===== config.mk =====
export PLATFORM = sky130hd
export DESIGN_NAME = stream_match_table
export DESIGN_NICKNAME = d
export VERILOG_FILES = /design/src/rtl/smt_pkg.sv /design/src/rtl/smt_tables.sv /design/src/rtl/smt_match.sv /design/src/rtl/smt_resolve.sv /design/src/rtl/smt_out_reg.sv /design/src/rtl/stream_match_table.sv
export SDC_FILE = /design/constraint.sdc
export NUM_CORES = 1
export LEC_CHECK = 0
export BUFFER_PORTS_ARGS = -buffer_cell sky130_fd_sc_hd__buf_2
export CAP_MARGIN = 20
export CORE_AREA = 5 5 280 282
export DETAILED_ROUTE_END_ITERATION = 12
export DIE_AREA = 0 0 285 287
export GPL_ROUTABILITY_DRIVEN = 0
export PLACE_DENSITY_LB_ADDON = 0.12
export RECOVER_POWER = 25
export SYNTH_ARGS = -nofsm -noshare
export SYNTH_HDL_FRONTEND = slang
export SYNTH_SLANG_ARGS = --single-unit
export TNS_END_PERCENT = 20

===== constraint.sdc =====
create_clock -name clk_i -period 2.8 [get_ports clk_i]
set_input_delay 0 -clock clk_i [delete_from_list [all_inputs] [get_ports clk_i]]
set_output_delay 0 -clock clk_i [all_outputs]
set_load 0.05 [all_outputs]

===== src/rtl/smt_pkg.sv =====
package smt_pkg;
  typedef enum logic [1:0] {
    ACT_BYPASS = 2'd0,
    ACT_TRANS  = 2'd1,
    ACT_FAULT  = 2'd2
  } smt_action_e;

  typedef enum logic [1:0] {
    WK_MATCH  = 2'd0,
    WK_ROUTE  = 2'd1,
    WK_POLICY = 2'd2,
    WK_NONE   = 2'd3
  } smt_wr_kind_e;
endpackage


===== src/rtl/smt_tables.sv =====
module smt_tables
  import smt_pkg::*;
#(
  parameter int unsigned N_ENT = 16,
  parameter int unsigned SID_W = 16,
  parameter int unsigned CB_W  = 6,
  localparam int unsigned IDX_W = (N_ENT > 1) ? $clog2(N_ENT) : 1
) (
  input  logic             clk_i,
  input  logic             rst_ni,
  input  logic             wr_en_i,
  input  logic [1:0]       wr_kind_i,
  input  logic [IDX_W-1:0] wr_idx_i,
  input  logic [SID_W-1:0] wr_id_i,
  input  logic [SID_W-1:0] wr_mask_i,
  input  logic             wr_vld_i,
  input  logic             wr_trans_i,
  input  logic [CB_W-1:0]  wr_cb_i,
  input  logic             wr_unm_bypass_i,
  output logic [SID_W-1:0] ent_id_o   [N_ENT],
  output logic [SID_W-1:0] ent_mask_o [N_ENT],
  output logic             ent_vld_o  [N_ENT],
  output logic             rt_trans_o [N_ENT],
  output logic [CB_W-1:0]  rt_cb_o    [N_ENT],
  output logic             unm_bypass_o
);

  logic wr_match, wr_route, wr_policy;

  assign wr_match  = wr_en_i && (wr_kind_i == WK_MATCH);
  assign wr_route  = wr_en_i && (wr_kind_i == WK_ROUTE);
  assign wr_policy = wr_en_i && (wr_kind_i == WK_POLICY);

  for (genvar e = 0; e < N_ENT; e++) begin : g_ent
    logic sel;
    assign sel = (wr_idx_i == IDX_W'(e));

    always_ff @(posedge clk_i or negedge rst_ni) begin
      if (!rst_ni) begin
        ent_id_o[e]   <= '0;
        ent_mask_o[e] <= '0;
        ent_vld_o[e]  <= 1'b0;
      end else if (wr_match && sel) begin
        ent_id_o[e]   <= wr_id_i;
        ent_mask_o[e] <= wr_mask_i;
        ent_vld_o[e]  <= wr_vld_i;
      end
    end

    // reset routing: bypass, context 0
    always_ff @(posedge clk_i or negedge rst_ni) begin
      if (!rst_ni) begin
        rt_trans_o[e] <= 1'b0;
        rt_cb_o[e]    <= '0;
      end else if (wr_route && sel) begin
        rt_trans_o[e] <= wr_trans_i;
        rt_cb_o[e]    <= wr_cb_i;
      end
    end
  end

  always_ff @(posedge clk_i or negedge rst_ni) begin
    if (!rst_ni)        unm_bypass_o <= 1'b0;
    else if (wr_policy) unm_bypass_o <= wr_unm_bypass_i;
  end

endmodule


===== src/rtl/smt_match.sv =====
module smt_match #(
  parameter int unsigned N_ENT = 16,
  parameter int unsigned SID_W = 16
) (
  input  logic [SID_W-1:0] sid_i,
  input  logic [SID_W-1:0] ent_id_i   [N_ENT],
  input  logic [SID_W-1:0] ent_mask_i [N_ENT],
  input  logic             ent_vld_i  [N_ENT],
  output logic [N_ENT-1:0] hit_o
);

  for (genvar e = 0; e < N_ENT; e++) begin : g_cmp
    logic [SID_W-1:0] diff;
    assign diff     = (sid_i ^ ent_id_i[e]) & ~ent_mask_i[e];
    assign hit_o[e] = ent_vld_i[e] && (diff == '0);
  end

endmodule


===== src/rtl/smt_resolve.sv =====
module smt_resolve
  import smt_pkg::*;
#(
  parameter int unsigned N_ENT = 16,
  parameter int unsigned CB_W  = 6,
  localparam int unsigned IDX_W = (N_ENT > 1) ? $clog2(N_ENT) : 1
) (
  input  logic [N_ENT-1:0] hit_i,
  input  logic             rt_trans_i [N_ENT],
  input  logic [CB_W-1:0]  rt_cb_i    [N_ENT],
  input  logic             unm_bypass_i,
  output logic [1:0]       action_o,
  output logic [CB_W-1:0]  cb_o,
  output logic [IDX_W-1:0] idx_o,
  output logic             unmatched_o,
  output logic             conflict_o
);

  logic             any_hit;
  logic             multi_hit;
  logic [IDX_W-1:0] or_idx;
  logic             sel_trans;
  logic [CB_W-1:0]  sel_cb;

  // OR-encoding is exact when at most one bit is set
  always_comb begin
    any_hit   = 1'b0;
    multi_hit = 1'b0;
    or_idx    = '0;
    sel_trans = 1'b0;
    sel_cb    = '0;
    for (int e = 0; e < N_ENT; e++) begin
      if (hit_i[e]) begin
        multi_hit = multi_hit | any_hit;
        any_hit   = 1'b1;
        or_idx    = or_idx | IDX_W'(e);
        sel_trans = sel_trans | rt_trans_i[e];
        sel_cb    = sel_cb | rt_cb_i[e];
      end
    end
  end

  always_comb begin
    action_o    = ACT_FAULT;
    cb_o        = '0;
    idx_o       = '0;
    unmatched_o = 1'b0;
    conflict_o  = 1'b0;
    if (multi_hit) begin
      conflict_o = 1'b1;
    end else if (!any_hit) begin
      unmatched_o = 1'b1;
      action_o    = unm_bypass_i ? ACT_BYPASS : ACT_FAULT;
    end else begin
      action_o = sel_trans ? ACT_TRANS : ACT_BYPASS;
      cb_o     = sel_cb;
      idx_o    = or_idx;
    end
  end

endmodule


===== src/rtl/smt_out_reg.sv =====
module smt_out_reg #(
  parameter int unsigned PW = 8
) (
  input  logic          clk_i,
  input  logic          rst_ni,
  input  logic          in_valid_i,
  output logic          in_ready_o,
  input  logic [PW-1:0] in_data_i,
  output logic          out_valid_o,
  input  logic          out_ready_i,
  output logic [PW-1:0] out_data_o
);

  assign in_ready_o = !out_valid_o || out_ready_i;

  always_ff @(posedge clk_i or negedge rst_ni) begin
    if (!rst_ni) begin
      out_valid_o <= 1'b0;
      out_data_o  <= '0;
    end else if (in_ready_o) begin
      out_valid_o <= in_valid_i;
      if (in_valid_i) out_data_o <= in_data_i;
    end
  end

endmodule


===== src/rtl/stream_match_table.sv =====
module stream_match_table
  import smt_pkg::*;
#(
  parameter int unsigned N_ENT = 16,
  parameter int unsigned SID_W = 16,
  parameter int unsigned CB_W  = 6,
  localparam int unsigned IDX_W = (N_ENT > 1) ? $clog2(N_ENT) : 1,
  localparam int unsigned PW    = SID_W + 2 + CB_W + IDX_W + 2
) (
  input  logic             clk_i,
  input  logic             rst_ni,
  input  logic             wr_en_i,
  input  logic [1:0]       wr_kind_i,
  input  logic [IDX_W-1:0] wr_idx_i,
  input  logic [SID_W-1:0] wr_id_i,
  input  logic [SID_W-1:0] wr_mask_i,
  input  logic             wr_vld_i,
  input  logic             wr_trans_i,
  input  logic [CB_W-1:0]  wr_cb_i,
  input  logic             wr_unm_bypass_i,
  input  logic             req_valid_i,
  output logic             req_ready_o,
  input  logic [SID_W-1:0] req_sid_i,
  output logic             rsp_valid_o,
  input  logic             rsp_ready_i,
  output logic [SID_W-1:0] rsp_sid_o,
  output logic [1:0]       rsp_action_o,
  output logic [CB_W-1:0]  rsp_cb_o,
  output logic [IDX_W-1:0] rsp_idx_o,
  output logic             rsp_unmatched_o,
  output logic             rsp_conflict_o
);

  logic [SID_W-1:0] ent_id   [N_ENT];
  logic [SID_W-1:0] ent_mask [N_ENT];
  logic             ent_vld  [N_ENT];
  logic             rt_trans [N_ENT];
  logic [CB_W-1:0]  rt_cb    [N_ENT];
  logic             unm_bypass;
  logic [N_ENT-1:0] hit;

  logic [1:0]       lk_action;
  logic [CB_W-1:0]  lk_cb;
  logic [IDX_W-1:0] lk_idx;
  logic             lk_unm;
  logic             lk_conf;
  logic [PW-1:0]    lk_data;
  logic [PW-1:0]    rsp_data;

  smt_tables #(.N_ENT(N_ENT), .SID_W(SID_W), .CB_W(CB_W)) i_tables (
    .clk_i           (clk_i),
    .rst_ni          (rst_ni),
    .wr_en_i         (wr_en_i),
    .wr_kind_i       (wr_kind_i),
    .wr_idx_i        (wr_idx_i),
    .wr_id_i         (wr_id_i),
    .wr_mask_i       (wr_mask_i),
    .wr_vld_i        (wr_vld_i),
    .wr_trans_i      (wr_trans_i),
    .wr_cb_i         (wr_cb_i),
    .wr_unm_bypass_i (wr_unm_bypass_i),
    .ent_id_o        (ent_id),
    .ent_mask_o      (ent_mask),
    .ent_vld_o       (ent_vld),
    .rt_trans_o      (rt_trans),
    .rt_cb_o         (rt_cb),
    .unm_bypass_o    (unm_bypass)
  );

  smt_match #(.N_ENT(N_ENT), .SID_W(SID_W)) i_match (
    .sid_i      (req_sid_i),
    .ent_id_i   (ent_id),
    .ent_mask_i (ent_mask),
    .ent_vld_i  (ent_vld),
    .hit_o      (hit)
  );

  smt_resolve #(.N_ENT(N_ENT), .CB_W(CB_W)) i_resolve (
    .hit_i        (hit),
    .rt_trans_i   (rt_trans),
    .rt_cb_i      (rt_cb),
    .unm_bypass_i (unm_bypass),
    .action_o     (lk_action),
    .cb_o         (lk_cb),
    .idx_o        (lk_idx),
    .unmatched_o  (lk_unm),
    .conflict_o   (lk_conf)
  );

  // tables are read before this edge's write lands
  assign lk_data = {req_sid_i, lk_action, lk_cb, lk_idx, lk_unm, lk_conf};

  smt_out_reg #(.PW(PW)) i_out (
    .clk_i       (clk_i),
    .rst_ni      (rst_ni),
    .in_valid_i  (req_valid_i),
    .in_ready_o  (req_ready_o),
    .in_data_i   (lk_data),
    .out_valid_o (rsp_valid_o),
    .out_ready_i (rsp_ready_i),
    .out_data_o  (rsp_data)
  );

  assign {rsp_sid_o, rsp_action_o, rsp_cb_o, rsp_idx_o,
          rsp_unmatched_o, rsp_conflict_o} = rsp_data;

endmodule


* Word level (Yosys, flattened, before mapping) *
Index checks and enable logic that the tools add are counted.

operators by class
  equal/unequal tests = 17
  reduce and logical (&&, ||, !) cells = 72
  bitwise gates (word level) = 92
  muxes and demuxes = 89

operators by type and width
  operator            number
  $and 16x16->16      16
  $logic_not 16->1    16
  $not 16->16         16
  $xor 16x16->16      16
  $mux 6              18
  $or 6x6->6          15
  $mux 1              52
  $logic_and 1x1->1   51
  $mux 4              10
  $eq 4x4->1 const B  8
  $or 1x1->1          29
  $eq 4x3->1 const B  4
  $mux 3              4
  $mux 2              5
  $eq 4x2->1 const B  2
  $eq 4x1->1 const B  1
  $logic_not 4->1     1
  $eq 2x1->1 const B  1
  $eq 2x2->1 const B  1
  $logic_not 2->1     1
  $reduce_and 2->1    1
  $logic_not 1->1     1
  $logic_or 1x1->1    1

word-level totals
  output and inout port bits = 32
  logic and storage cells = 353
  input bits = 68
  flip-flop bits (word level) = 672

* Longest topological paths before layout *
Gate-level depths: netlist of the first run.

  word-level depth = 38
  mapped depth = 13
  depth with buffers taken out = 9

* Modules after synthesis *
Synthesis of the first run repeated with hierarchy kept, for this count alone.

second synthesis, totals
  cell total of the unflattened synthesis = 2,106
  area, all modules = 30,096.4 sq um

modules (own cells, without submodules)
  module       area an instance (sq um)  instances  cells an instance  seq. area each (sq um)
  smt_tables   23,998.0                  1          1,426              16,040.4
  smt_match    3,844.9                   1          488                0.0
  smt_out_reg  1,318.8                   1          67                 775.7
  smt_resolve  934.6                     1          125                0.0

* Least setup slack after synthesis of the first run *
No wires, ideal clock.

  path kind = register to register
  start point = register i_tables.ent_id_o[241] (netlist name)
  end point = register i_out.out_data_o[13]
  path slack = 0.288 ns
  setup time = 0.126 ns
  data arrival time = 2.385 ns
  data required time = 2.674 ns
  buffers on the path = 0
  period minus slack after synthesis = 2.512 ns
  cell stages (with the launch flop) = 10
  cells stage by stage = dfrtp_1 > xnor2_1 > o22ai_1 > or3_1 > nor4_4 > or4_1 > or2_4 > nor4b_4 > o211ai_2 > o32a_1

between the ends
  longest elaborated chain between the ends = 35
  elaborated cells between the ends (all ways) = 51
  classes of those cells = mux (33); bitwise (16); reduce/logical (2)

RTL lines
  what                             RTL line           RTL
  start, declared                  smt_tables.sv:20   output logic [SID_W-1:0] ent_id_o [N_ENT],
  start signal, assigned by index  smt_tables.sv:44   ent_id_o[e] <= wr_id_i;
  $xor 16x16->16 (*)               smt_match.sv:14    assign diff = (sid_i ^ ent_id_i[e]) & ~ent_mask_i[e];
  $and 16x16->16 (*)               smt_match.sv:14
  $logic_not 16->1 (*)             smt_match.sv:15    assign hit_o[e] = ent_vld_i[e] && (diff == '0);
  $logic_and 1x1->1 (*)            smt_match.sv:15
  $mux 1 (*)                       smt_resolve.sv:33  if (hit_i[e]) begin
  $mux 1                           smt_resolve.sv:33
  $or 1x1->1                       smt_resolve.sv:34  multi_hit = multi_hit | any_hit;
  $mux 1                           smt_resolve.sv:33
  [... 19 more ...]                --
  $mux 1                           smt_resolve.sv:33
  $or 1x1->1                       smt_resolve.sv:34
  $mux 1                           smt_resolve.sv:33
  $or 1x1->1                       smt_resolve.sv:34
  $mux 1                           smt_resolve.sv:33
  $or 1x1->1                       smt_resolve.sv:34
  $mux 1                           smt_resolve.sv:33
  $mux 2 (*)                       smt_resolve.sv:49  if (multi_hit) begin
  end signal, assigned             smt_out_reg.sv:22  if (in_valid_i) out_data_o <= in_data_i;
  end, declared                    smt_out_reg.sv:11  output logic [PW-1:0] out_data_o

Mark *: on every way between the ends. The rest lies on a longest branch, timed or not.
A chain may end at the register's enable or synchronous reset.

* Worst setup path in the final report of the first run *
  start point = register i_tables.ent_id_o[235] (netlist name)
  end point = register i_out.out_data_o[2]

between the ends
  longest elaborated chain between the ends = 34
  elaborated cells between the ends (all ways) = 65
  classes of those cells = mux (47); bitwise (16); reduce/logical (2)

RTL lines
  what                   RTL line
  $xor 16x16->16 (*)     smt_match.sv:14
  $and 16x16->16 (*)     smt_match.sv:14
  $logic_not 16->1 (*)   smt_match.sv:15
  $logic_and 1x1->1 (*)  smt_match.sv:15
  $mux 1                 smt_resolve.sv:33
  $or 1x1->1             smt_resolve.sv:34
  $mux 1                 smt_resolve.sv:33
  $or 1x1->1             smt_resolve.sv:34
  [... 18 more ...]      --
  $mux 1                 smt_resolve.sv:33
  $or 1x1->1             smt_resolve.sv:34
  $mux 1                 smt_resolve.sv:33
  $or 1x1->1             smt_resolve.sv:34
  $mux 1                 smt_resolve.sv:33
  $or 1x1->1             smt_resolve.sv:34
  $mux 1                 smt_resolve.sv:33
  $mux 4 (*)             smt_resolve.sv:49

Marked as above.

==> results.json, run 1 <==
{
  "ios": 100,
  "rsz0062_at_grt": "yes",
  "synth.most_common_cell": "dfrtp_1",
  "grt_max_degree": 94,
  "synthTopCellsByArea": "dfrtp_1 56%, mux2_2 24%, xnor2_1 7.5%",
  "design.core.area_um2": 75400,
  "cpPeakStageDelay_ps": 480,
  "die_width_um": 285,
  "crit_buf_inv": 2,
  "worstSetupStartpointType": "flop",
  "worstHoldPathCells": 3,
  "gr-total-overflow": 0,
  "utilization_pct": 46.4,
  "synthSimpleGateAreaFrac_pct": 3.80,
  "reg2reg_from": "i_tables.ent_id_o[235]$_DFFE_PN0P_",
  "synth_cells": 2165,
  "r2r_slack_ps": -90,
  "place_ws_ps": -287,
  "dpl_cell_area_um2": 32300,
  "grt_pass1_wl_um": 134000,
  "routed_wl_um": 91200,
  "critical_path.top_delay_family": "simple AND/OR/NAND/NOR gates",
  "ant_nets": 0,
  "critPathMaxFanout": 5,
  "ys_top_cells_by_count": "672 x dfrtp_1, 643 x mux2_2, 256 x xnor2_1, 110 x o22ai_1, 103 x clkbuf_1",
  "root_buffer": "clkbuf_16",
  "timing_worst_setup_path_type": "flop to flop",
  "synthXorXnorAreaFrac_pct": 7.50,
  "drt_iter0_drc": 1102,
  "setup_viol_count_final": 13,
  "async_flop_share_pct": 100,
  "fin_crit_sh_pct": 103,
  "initial_core_util_pct": 39.6,
  "postSynthAreaPerCell_um2": 13.8,
  "synth-seq-cells": 672,
  "r2r_end": "i_out.out_data_o[2]$_DFFE_PN0P_",
  "io_buffers": 99,
  "outcome": "finished, violations left",
  "viasPerCell": 5.46,
  "design_area_um2": 35000,
  "leakage_nw": 16.0,
  "netlist_area_um2": 29900,
  "ys.flop_type": "dfrtp_1",
  "power_density_nw_per_um2": 728,
  "crit_slowest_cell": "or4_4",
  "crit_top_cell": "or4_4",
  "worstPathRequired_ps": 3310,
  "synth_edf_count": 0,
  "slew_headroom_pct": -41.8,
  "grt_antenna_before_repair": 10,
  "cts_setup_buffers": 0,
  "nets": 2420,
  "vias": 18500,
  "fin_ws_ps": -93.3,
  "seq_area_frac_synth_pct": 56.3,
  "worst_clock_skew_ps": 20.3,
  "max_freq_ghz": 0.346,
  "first_global_vias": 19400,
  "hpwl_um": 58300,
  "worstSkewPairLatency_ps": 610,
  "syn_nets": 2233,
  "rows": 101,
  "synthMuxAreaShare_pct": 24.2,
  "yosysWarnings": 0,
  "htree_levels": 3,
  "path_cells": "xnor2_1 -> o22ai_1 -> or4_4 -> nor4_2 -> buf_4 -> or4_4 -> or2_4 -> nor4b_4 -> o211ai_4 -> buf_6 -> o31ai_2",
  "cts_sinks": 672,
  "synth_adder_area_share_pct": 0.0670,
  "peakVddDrop_mv": 0.372,
  "drc_errors": 0,
  "drive_gt1_share_pct": 42.6,
  "min_to": "i_out.out_data_o[20]$_DFFE_PN0P_",
  "synth_largest_area_cell": "dfrtp_1",
  "worst_r2r_path_depth": 11,
  "wl_per_cell_um": 26.9,
  "clockBufferDepth": 3,
  "cts_tree": "yes",
  "synth_compound_area_share_pct": 5.07,
  "cp.arrival_ps": 3410,
  "cap_violations": 3,
  "drt_pass1_iterations": 5,
  "power.total_w": 0.0255,
  "violations": "max-capacitance violations, max-slew violations, negative setup slack",
  "min_path_type": "input port to flop",
  "drv_slew": 102,
  "clk_pin_slew_ps": 60,
  "die_h_um": 287,
  "grt_use_total_pct": 22.2,
  "cts_buffers": 77,
  "synth_top_family_by_area": "multiplexers",
  "hold_viol": 0,
  "synth_top_area_share_pct": 56.3,
  "yosysUniqueCellTypes": 51,
  "fp.dieArea_um2": 81800,
  "worstHoldStart": "req_sid_i[6]",
  "tightest_slew_ps": 2130,
  "finalCriticalPeriod_ps": 2890,
  "endpoint_kind": "flop",
  "areaGrowthSynthToFinish_pct": 17.3
}
-- layout by cell type, fill, tap and decap left out, types with 16 or more instances in the layout --
cell type      count
a22oi_1           24
buf_12            27
buf_2             96
buf_4             90
clkbuf_1          40
clkbuf_16         80
clkbuf_8          23
dfrtp_1          672
dlygate4sd3_1     18
mux2_2           643
nand2_1           51
nor2_1            42
nor3_1            16
o21ai_0           37
o22ai_1          109
xnor2_1          256
-- sequential cells by signal, indices dropped and copies added (netlist names) --
name / flops
i_out.out_data_o: 30
i_out.out_valid_o: 1
i_tables.ent_id_o: 256
i_tables.ent_mask_o: 256
i_tables.ent_vld_o: 16
i_tables.rt_cb_o: 96
i_tables.rt_trans_o: 16
i_tables.unm_bypass_o: 1
-- what timing repair did --
item	CTS	global route
endpoints found under the setup margin	13	13
hold buffers	18	0
endpoints found under the hold margin	568	0
pin swaps	7	11
resized for setup	6	9
-- final cells by class --
class	instances	area (µm²)
Multi-Input combinational cell	1329	12300
Tap cell	978	1220
Clock inverter	14	206
Antenna cell	2	5.00
Fill cell	6788	40400
Timing Repair Buffer	257	2010
Sequential cell	672	16800
Inverter	15	56.3
Clock buffer	123	2390
-- worst reg2reg max path, stage by stage (launching register included) --
cell and delay (ps):
dfrtp_1 390, xnor2_1 130, o22ai_1 210, or4_4 180
nor4_2 40, buf_4 180, or4_4 490, or2_4 290
nor4b_4 340, o211ai_4 150, buf_6 160, o31ai_2 240
-- logic make-up after synthesis --
kind of cell,count (synthesis)
AOI/OAI and AO/OA,221
DFF,672
buffers and inverters,164
and+or+nand+nor,207
adders and majority gates,2
muxes,643
xor gates and xnor gates,256
-- worst max-delay path by stage --
stage | start | end | cells after the start
floorplan | i_tables.ent_id_o[241]$_DFFE_PN0P_ | i_out.out_data_o[13]$_DFFE_PN0P_ | 9
global placement | req_sid_i[3] | i_out.out_data_o[3]$_DFFE_PN0P_ | 13
detailed placement | req_sid_i[3] | i_out.out_data_o[2]$_DFFE_PN0P_ | 12
CTS | i_tables.ent_id_o[235]$_DFFE_PN0P_ | i_out.out_data_o[2]$_DFFE_PN0P_ | 11
global route | i_tables.ent_id_o[225]$_DFFE_PN0P_ | i_out.out_data_o[6]$_DFFE_PN0P_ | 11
finish | i_tables.ent_id_o[235]$_DFFE_PN0P_ | i_out.out_data_o[2]$_DFFE_PN0P_ | 11
-- power by group --
part	total, W	internal (W)	switching (W)
combinational	0.00354	0.00180	0.00174
clock	0.0102	0.00623	0.00402
sequential	0.0117	0.0110	0.000714
-- routing by layer --
| layer | wire (µm) | track usage [%] | up-vias |
|---|---|---|---|
| li1 | - | - | 8115 |
| met1 | 41500 | 31.4 | 9835 |
| met2 | 42600 | 35.9 | 433 |
| met3 | 4630 | 3.64 | 137 |
| met4 | 2380 | 5.99 | 0 |
| met5 | 0 | 0 | - |
-- metrics by stage --
| stage | TNS, ps | instances | hold slack [ps] |
|---|---|---|---|
| finish | -853 | 3390 | 50.8 |
| global route | -1530 | 3388 | 19.3 |
| CTS | -1010 | 3388 | 9.93 |
| detailed placement | -2760 | 3233 | 39.0 |
| global placement | -2080 | 3233 | 42.1 |
| floorplan | 0 | 2165 | -296 |
No activity file was read; power rests on OpenSTA's default activity.
==> run 2: changes to the inputs <==
--- a/config.mk
+++ b/config.mk
@@ -5,11 +5,12 @@
 export SDC_FILE = /design/constraint.sdc
 export NUM_CORES = 1
 export LEC_CHECK = 0
+export ABC_AREA = 1
 export BUFFER_PORTS_ARGS = -buffer_cell sky130_fd_sc_hd__buf_2
 export CAP_MARGIN = 20
-export CORE_AREA = 5 5 280 282
+export CORE_AREA = 5 5 282 284
 export DETAILED_ROUTE_END_ITERATION = 12
-export DIE_AREA = 0 0 285 287
+export DIE_AREA = 0 0 287 289
 export GPL_ROUTABILITY_DRIVEN = 0
 export PLACE_DENSITY_LB_ADDON = 0.12
 export RECOVER_POWER = 25
==> constraint.sdc (replaced) <==
create_clock -name clk_i -period 3.4 [get_ports clk_i]
set_input_delay 0 -clock clk_i [delete_from_list [all_inputs] [get_ports clk_i]]
set_output_delay 0 -clock clk_i [all_outputs]
set_load 0.05 [all_outputs]
==> run 2 against run 1 <==
The run ends with max-capacitance violations, max-slew violations left. Worst setup slack better by 800 ps. Cell count up 40%. Largest power group unchanged. Design area down 2.3%. Critical endpoint is now i_out.out_data_o[12]$_DFFE_PN0P_. Highest routed layer is now met5.
==> results.json, run 2 <==
{
  "synth_cells": 3614,
  "use_met1_pct": 34.2,
  "die_width_um": 287,
  "synth-seq-cells": 672,
  "viasPerCell": 5.03,
  "drive_gt1_share_pct": 10.3,
  "violations": "max-capacitance violations, max-slew violations",
  "power_density_nw_per_um2": 604,
  "use_met3_pct": 3.85,
  "nets": 3715,
  "seq_power_share_pct": 46.8,
  "cts_tree": "yes",
  "ios": 100,
  "finalCriticalPeriod_ps": 2690,
  "outcome": "finished, violations left",
  "peakVddDrop_mv": 0.340,
  "fp.dieArea_um2": 82900,
  "p_switching_w": 0.00584,
  "min_path_type": "input port to flop",
  "drt_pass1_iterations": 5,
  "syn_nets": 3682,
  "drv_slew": 80,
  "wl_per_cell_um": 20.5,
  "grt_antenna_before_repair": 7,
  "layout_commonest_cell": "nand2_1",
  "cts_buffers": 75,
  "cap_violations": 1,
  "max_freq_ghz": 0.372,
  "slew_headroom_pct": -78.7,
  "drc_errors": 0,
  "share_comb_of_total_power_pct": 13.2,
  "grt.busiest_layer": "met2",
  "cell_internal_pwr_w": 0.0148,
  "io_buffers": 99,
  "first_global_vias": 22300,
  "worstSkewPairLatency_ps": 620,
  "leakage_nw": 16.2,
  "htree_levels": 3,
  "design.core.area_um2": 76800,
  "initial_core_util_pct": 39.5,
  "drt_iter0_drc": 2155,
  "cts_resized": 0,
  "yosysUniqueCellTypes": 52,
  "finalSetupTns_ps": 0,
  "yosysWarnings": 0,
  "critPathMaxFanout": 17,
  "ys_top_cells_by_count": "1172 x nand2_1, 701 x o21ai_0, 672 x dfrtp_1, 264 x nor2_1, 182 x inv_1",
  "clockPowerShare_pct": 40.0,
  "grt_use_total_pct": 23.4,
  "gr-total-overflow": 0,
  "areaGrowthSynthToFinish_pct": 12.8,
  "routed_wl_um": 97500,
  "synthTopCellsByArea": "dfrtp_1 55%, nand2_1 14%, o21ai_0 12%",
  "rows": 102,
  "synth_edf_count": 0,
  "cts_setup_buffers": 0,
  "final_cell_mix": "1156 x nand2_1, 701 x o21ai_0, 672 x dfrtp_1",
  "setup_viol_count_final": 0,
  "synth_top_area_share_pct": 55.4,
  "worstHoldPathCells": 3,
  "tightest_slew_ps": 2680,
  "ys.flop_type": "dfrtp_1",
  "endpoint_kind": "flop",
  "synth.most_common_cell": "nand2_1",
  "root_buffer": "clkbuf_16",
  "hold_viol": 0,
  "largestRegisters": "i_tables.ent_id_o (256), i_tables.ent_mask_o (256), i_tables.rt_cb_o (96)",
  "worstPathRequired_ps": 3960,
  "seq_area_frac_synth_pct": 55.4,
  "timing_worst_setup_path_type": "input port to flop",
  "fillCellCount": 7815,
  "worst_clock_skew_ps": 17.8,
  "cts_sinks": 672,
  "async_flop_share_pct": 100,
  "clk_pin_slew_ps": 60,
  "grt_pass1_wl_um": 147000,
  "worstSetupStartpointType": "input port",
  "hpwl_um": 65700,
  "antennaDiodeCount": 0,
  "rsz0062_at_grt": "no",
  "synth_largest_area_cell": "dfrtp_1",
  "vias": 23900,
  "grt.met2_usage_pct": 36.7,
  "die_h_um": 289,
  "postSynthAreaPerCell_um2": 8.40,
  "cp.arrival_ps": 3250,
  "clockBufferDepth": 3,
  "fin_hold_ws_ps": 14.3,
  "grt_max_degree": 86,
  "fin_crit_sh_pct": 79.2,
  "ant_nets": 0,
  "worst_r2r_path_depth": 15,
  "p_sw_share_pct": 28.3,
  "netlist_area_um2": 30400
}
-- run 2: path summary, 6_finish.rpt --
kind,startpoint,endpoint,slack (ps)
setup / recovery,req_sid_i[4],i_out.out_data_o[12]$_DFFE_PN0P_,710
hold / removal,wr_trans_i,i_tables.rt_trans_o[9]$_DFFE_PN0P_,10
setup reg to reg,i_tables.ent_id_o[100]$_DFFE_PN0P_,i_out.out_data_o[12]$_DFFE_PN0P_,830
hold reg to reg,i_tables.ent_mask_o[254]$_DFFE_PN0P_,i_tables.ent_mask_o[254]$_DFFE_PN0P_,480
max in group asynchronous,rst_ni,i_tables.ent_id_o[104]$_DFFE_PN0P_,780
min in group asynchronous,rst_ni,i_tables.ent_mask_o[191]$_DFFE_PN0P_,740
-- run 2: layout make-up --
cell class	instances	area, µm²	area share (%)
well taps	1040	1300	3.80
inverters	200	753	2.20
repair buffers	179	1180	3.46
multi-input cells	2519	11700	34.2
flip-flops and latches	672	16800	49.1
clock buffers	108	2170	6.34
clock inverters	29	309	0.903
-- run 2: power by group through the flow --
stage | clock [W] | sequential (W) | combinational (W)
after floorplan | 0 | 0.00974 | 0.00172
after global placement | 0 | 0.00981 | 0.00270
after detailed placement | 0 | 0.00980 | 0.00274
after CTS | 0.00845 | 0.00967 | 0.00276
after global routing | 0.00877 | 0.00981 | 0.00313
final | 0.00827 | 0.00968 | 0.00272
-- run 2: worst max-delay path, stage by stage --
cell and delay, ps:
dlygate4sd3_1 610, buf_2 220, inv_2 280, a21oi_1 100, o21ai_1 90, nand2_1 160, nor3_1 270, nand3_1 180
nor2_4 480, nand2_1 140, nand2_1 170, nor2_1 70, nand4_1 90, nor2_1 60, nor2_1 110, nand3_2 80
nand2_1 70
-- run 2: metrics by stage --
stage	power [W]	std cells	area [µm²]	setup WS (ps)	utilization, %
after floorplan	0.0115	3614	30400	1310	-
after global placement	0.0125	4598	31700	696	41.3
after detailed placement	0.0125	4598	31700	666	41.3
after CTS	0.0209	4747	34300	757	44.6
after global routing	0.0217	4747	34200	349	44.6
final	0.0207	4747	34200	708	44.6
-- run 2: logic make-up after synthesis --
group,synth area share (%)
multiplexers,0.0371
AND/OR/NAND/NOR,21.9
AO/OA/AOI/OAI,14.2
flip-flops,55.4
XOR/XNOR,2.28
buffers and inverters,6.21
-- run 2: routing by layer --
metal | vias up | routed length, µm | part of all wire, %
li1 | 11700 | - | -
met2 | 591 | 43500 | 45
met1 | 11500 | 45800 | 47
met5 | - | 19 | 0.019
met3 | 118 | 5870 | 6.0
met4 | 4 | 2340 | 2.4
-- run 2: timing repair --
item	CTS	global route
endpoints found under the setup margin	0	0
hold buffers	12	0
hold endpoints to repair	309	0
==> run 3: changes to the inputs <==
--- a/config.mk
+++ b/config.mk
@@ -5,12 +5,12 @@
 export SDC_FILE = /design/constraint.sdc
 export NUM_CORES = 1
 export LEC_CHECK = 0
-export ABC_AREA = 1
+export ABC_AREA = 0
 export BUFFER_PORTS_ARGS = -buffer_cell sky130_fd_sc_hd__buf_2
 export CAP_MARGIN = 20
-export CORE_AREA = 5 5 282 284
+export CORE_AREA = 5 5 280 282
 export DETAILED_ROUTE_END_ITERATION = 12
-export DIE_AREA = 0 0 287 289
+export DIE_AREA = 0 0 285 287
 export GPL_ROUTABILITY_DRIVEN = 0
 export PLACE_DENSITY_LB_ADDON = 0.12
 export RECOVER_POWER = 25
==> constraint.sdc (replaced) <==
create_clock -name clk_i -period 2.6 [get_ports clk_i]
set_input_delay 0 -clock clk_i [delete_from_list [all_inputs] [get_ports clk_i]]
set_output_delay 0 -clock clk_i [all_outputs]
set_load 0.05 [all_outputs]
==> run 3 against run 2 <==
Clock power increased by 27%. Largest cell class unchanged. Register-to-register slack got worse by 1000 ps. Sequential share of layout area decreased by 1.6 points. Largest power group unchanged. The run ends with negative setup slack left. Critical path type is now flop to flop.
==> results.json, run 3 (same netlist as run 1, synthesis figures left out) <==
{
  "rsz0062_at_grt": "yes",
  "largestRegisters": "i_tables.ent_id_o (256), i_tables.ent_mask_o (256), i_tables.rt_cb_o (96)",
  "root_buffer": "clkbuf_16",
  "worstSetupStartpointType": "flop",
  "r2r_slack_ps": -210,
  "place_ws_ps": -397,
  "die_h_um": 287,
  "fp.dieArea_um2": 81800,
  "fillCellCount": 6746,
  "nets": 2457,
  "worstPathRequired_ps": 3090,
  "final_cell_mix": "672 x dfrtp_1, 643 x mux2_2, 255 x xnor2_1",
  "critPathMaxFanout": 10,
  "min_to": "i_out.out_data_o[16]$_DFFE_PN0P_",
  "worst_r2r_path_depth": 12,
  "wl_per_cell_um": 26.8,
  "worstHoldStart": "req_sid_i[2]",
  "grt_antenna_before_repair": 9,
  "grt_max_degree": 75,
  "routed_wl_um": 91800,
  "clockBufferDepth": 3,
  "gr-total-overflow": 0,
  "fin_hold_ws_ps": 35.5,
  "drv_slew": 0,
  "cts_buffers": 75,
  "first_global_vias": 19600,
  "finalCriticalPeriod_ps": 2810,
  "design.core.area_um2": 75400,
  "multiInputGateArea_um2": 12400,
  "drt_iter0_drc": 1108,
  "viasPerCell": 5.46,
  "initial_core_util_pct": 39.6,
  "ant_nets": 0,
  "power.total_w": 0.0270,
  "setup_viol_count_final": 14,
  "cap_violations": 0,
  "hold_viol": 0,
  "slew_headroom_pct": 26.3,
  "worst_clock_skew_ps": 18.8,
  "use_met3_pct": 2.54,
  "drt_pass1_iterations": 4,
  "rows": 101,
  "cts_sinks": 672,
  "fin_ws_ps": -214,
  "violations": "negative setup slack",
  "max_freq_ghz": 0.355,
  "cp.arrival_ps": 3300,
  "peakVddDrop_mv": 0.439,
  "drive_gt1_share_pct": 43.8,
  "drc_errors": 0,
  "hpwl_um": 59200,
  "worstHoldPathCells": 4,
  "layout_commonest_cell": "dfrtp_1",
  "htree_levels": 3,
  "ios": 100,
  "clk_pin_slew_ps": 60,
  "leakage_nw": 16.2,
  "vias": 18700,
  "endpoint_kind": "flop",
  "grt.met2_usage_pct": 36.3,
  "cts_tree": "yes",
  "worstSkewPairLatency_ps": 610,
  "grt_use_total_pct": 22.5,
  "fin_crit_sh_pct": 108,
  "io_buffers": 99,
  "use_met1_pct": 32.8,
  "r2r_end": "i_out.out_data_o[3]$_DFFE_PN0P_",
  "min_path_type": "input port to flop",
  "tightest_slew_ps": 1110,
  "grt.busiest_layer": "met2",
  "grt_pass1_wl_um": 136000,
  "outcome": "finished, violations left",
  "die_width_um": 285,
  "register_area_um2": 16800,
  "reg2reg_from": "i_tables.ent_id_o[231]$_DFFE_PN0P_",
  "timing_worst_setup_path_type": "flop to flop",
  "power_density_nw_per_um2": 764,
  "areaGrowthSynthToFinish_pct": 18.4
}
run 3: cell types whose count changed in the layout (fill, tap and decap cells not counted), sizes merged, moves of 24 or more:
| cell | previous run | this run |
|---|---|---|
| mux2 | 1 | 643 |
| a22oi | 0 | 24 |
| xnor2 | 79 | 256 |
| a21oi | 58 | 4 |
| nor2 | 287 | 49 |
| nand3b | 25 | 1 |
| o22ai | 19 | 111 |
| nand3 | 71 | 11 |
| inv | 203 | 18 |
| nand2 | 1176 | 53 |
| buf | 152 | 259 |
| o21ai | 726 | 39 |
run 3: critical path, cell delays in order (launching register included):
cell,delay [ps]
dfrtp_1,390
xnor2_1,190
o22ai_1,120
or4_4,580
nor4_4,170
buf_6,170
buf_6,180
maj3_1,190
nor2_1,40
o31a_1,280
o211ai_4,130
buf_6,170
o31ai_2,70
run 3: layer usage:
layer  wire length [µm]  up-vias
met5                  0        -
met1              43200    10000
li1                   -     8190
met3               3340      122
met2              43200      377
met4               2030        0
run 3: layout make-up:
cell class                 count  area share [%]
antenna                        3          0.0212
clock buffer                 121            6.68
clock inverter                10           0.237
inverter                      15           0.159
multi-input combinational   1329            35.0
sequential                   672            47.5
tap                          978            3.46
timing repair buffer         296            6.96
run 3: where the power goes:
group | internal [W] | switching [W]
sequential | 0.0118 | 0.000771
combinational | 0.00200 | 0.00192
clock | 0.00621 | 0.00428
total | 0.0201 | 0.00697
run 3: what timing repair did:
item                                    CTS  global route
endpoints found under the setup margin   14            14
gates resized for setup                  13            11
cloned                                    0             0
hold endpoints to repair                680             0
hold buffers                             17             0
pin swaps                                10             4
setup buffers                             0             1
run 3: metrics by stage:
| stage | instance area [µm²] | util, % | std cells | setup TNS, ps |
|---|---|---|---|---|
| floorplan | 29900 | - | 2165 | 0 |
| global placement | 32700 | 43.3 | 3272 | -4400 |
| detailed placement | 32700 | 43.3 | 3272 | -4960 |
| CTS | 35400 | 46.9 | 3420 | -3590 |
| global route | 35400 | 46.9 | 3421 | -4050 |
| finish | 35400 | 46.9 | 3424 | -2650 |
run 3: how the worst max path moves through the flow:
stage                     cells after the start                                from                                to  slack (ps)
after floorplan                               9  i_tables.ent_id_o[241]$_DFFE_PN0P_  i_out.out_data_o[13]$_DFFE_PN0P_          90
after global placement                       13                       req_sid_i[12]   i_out.out_data_o[3]$_DFFE_PN0P_        -340
after detailed placement                     12                       req_sid_i[11]   i_out.out_data_o[3]$_DFFE_PN0P_        -400
after CTS                                    11  i_tables.ent_id_o[235]$_DFFE_PN0P_   i_out.out_data_o[7]$_DFFE_PN0P_        -290
after global routing                         11  i_tables.ent_id_o[175]$_DFFE_PN0P_   i_out.out_data_o[3]$_DFFE_PN0P_        -320
final                                        12  i_tables.ent_id_o[231]$_DFFE_PN0P_   i_out.out_data_o[3]$_DFFE_PN0P_        -210
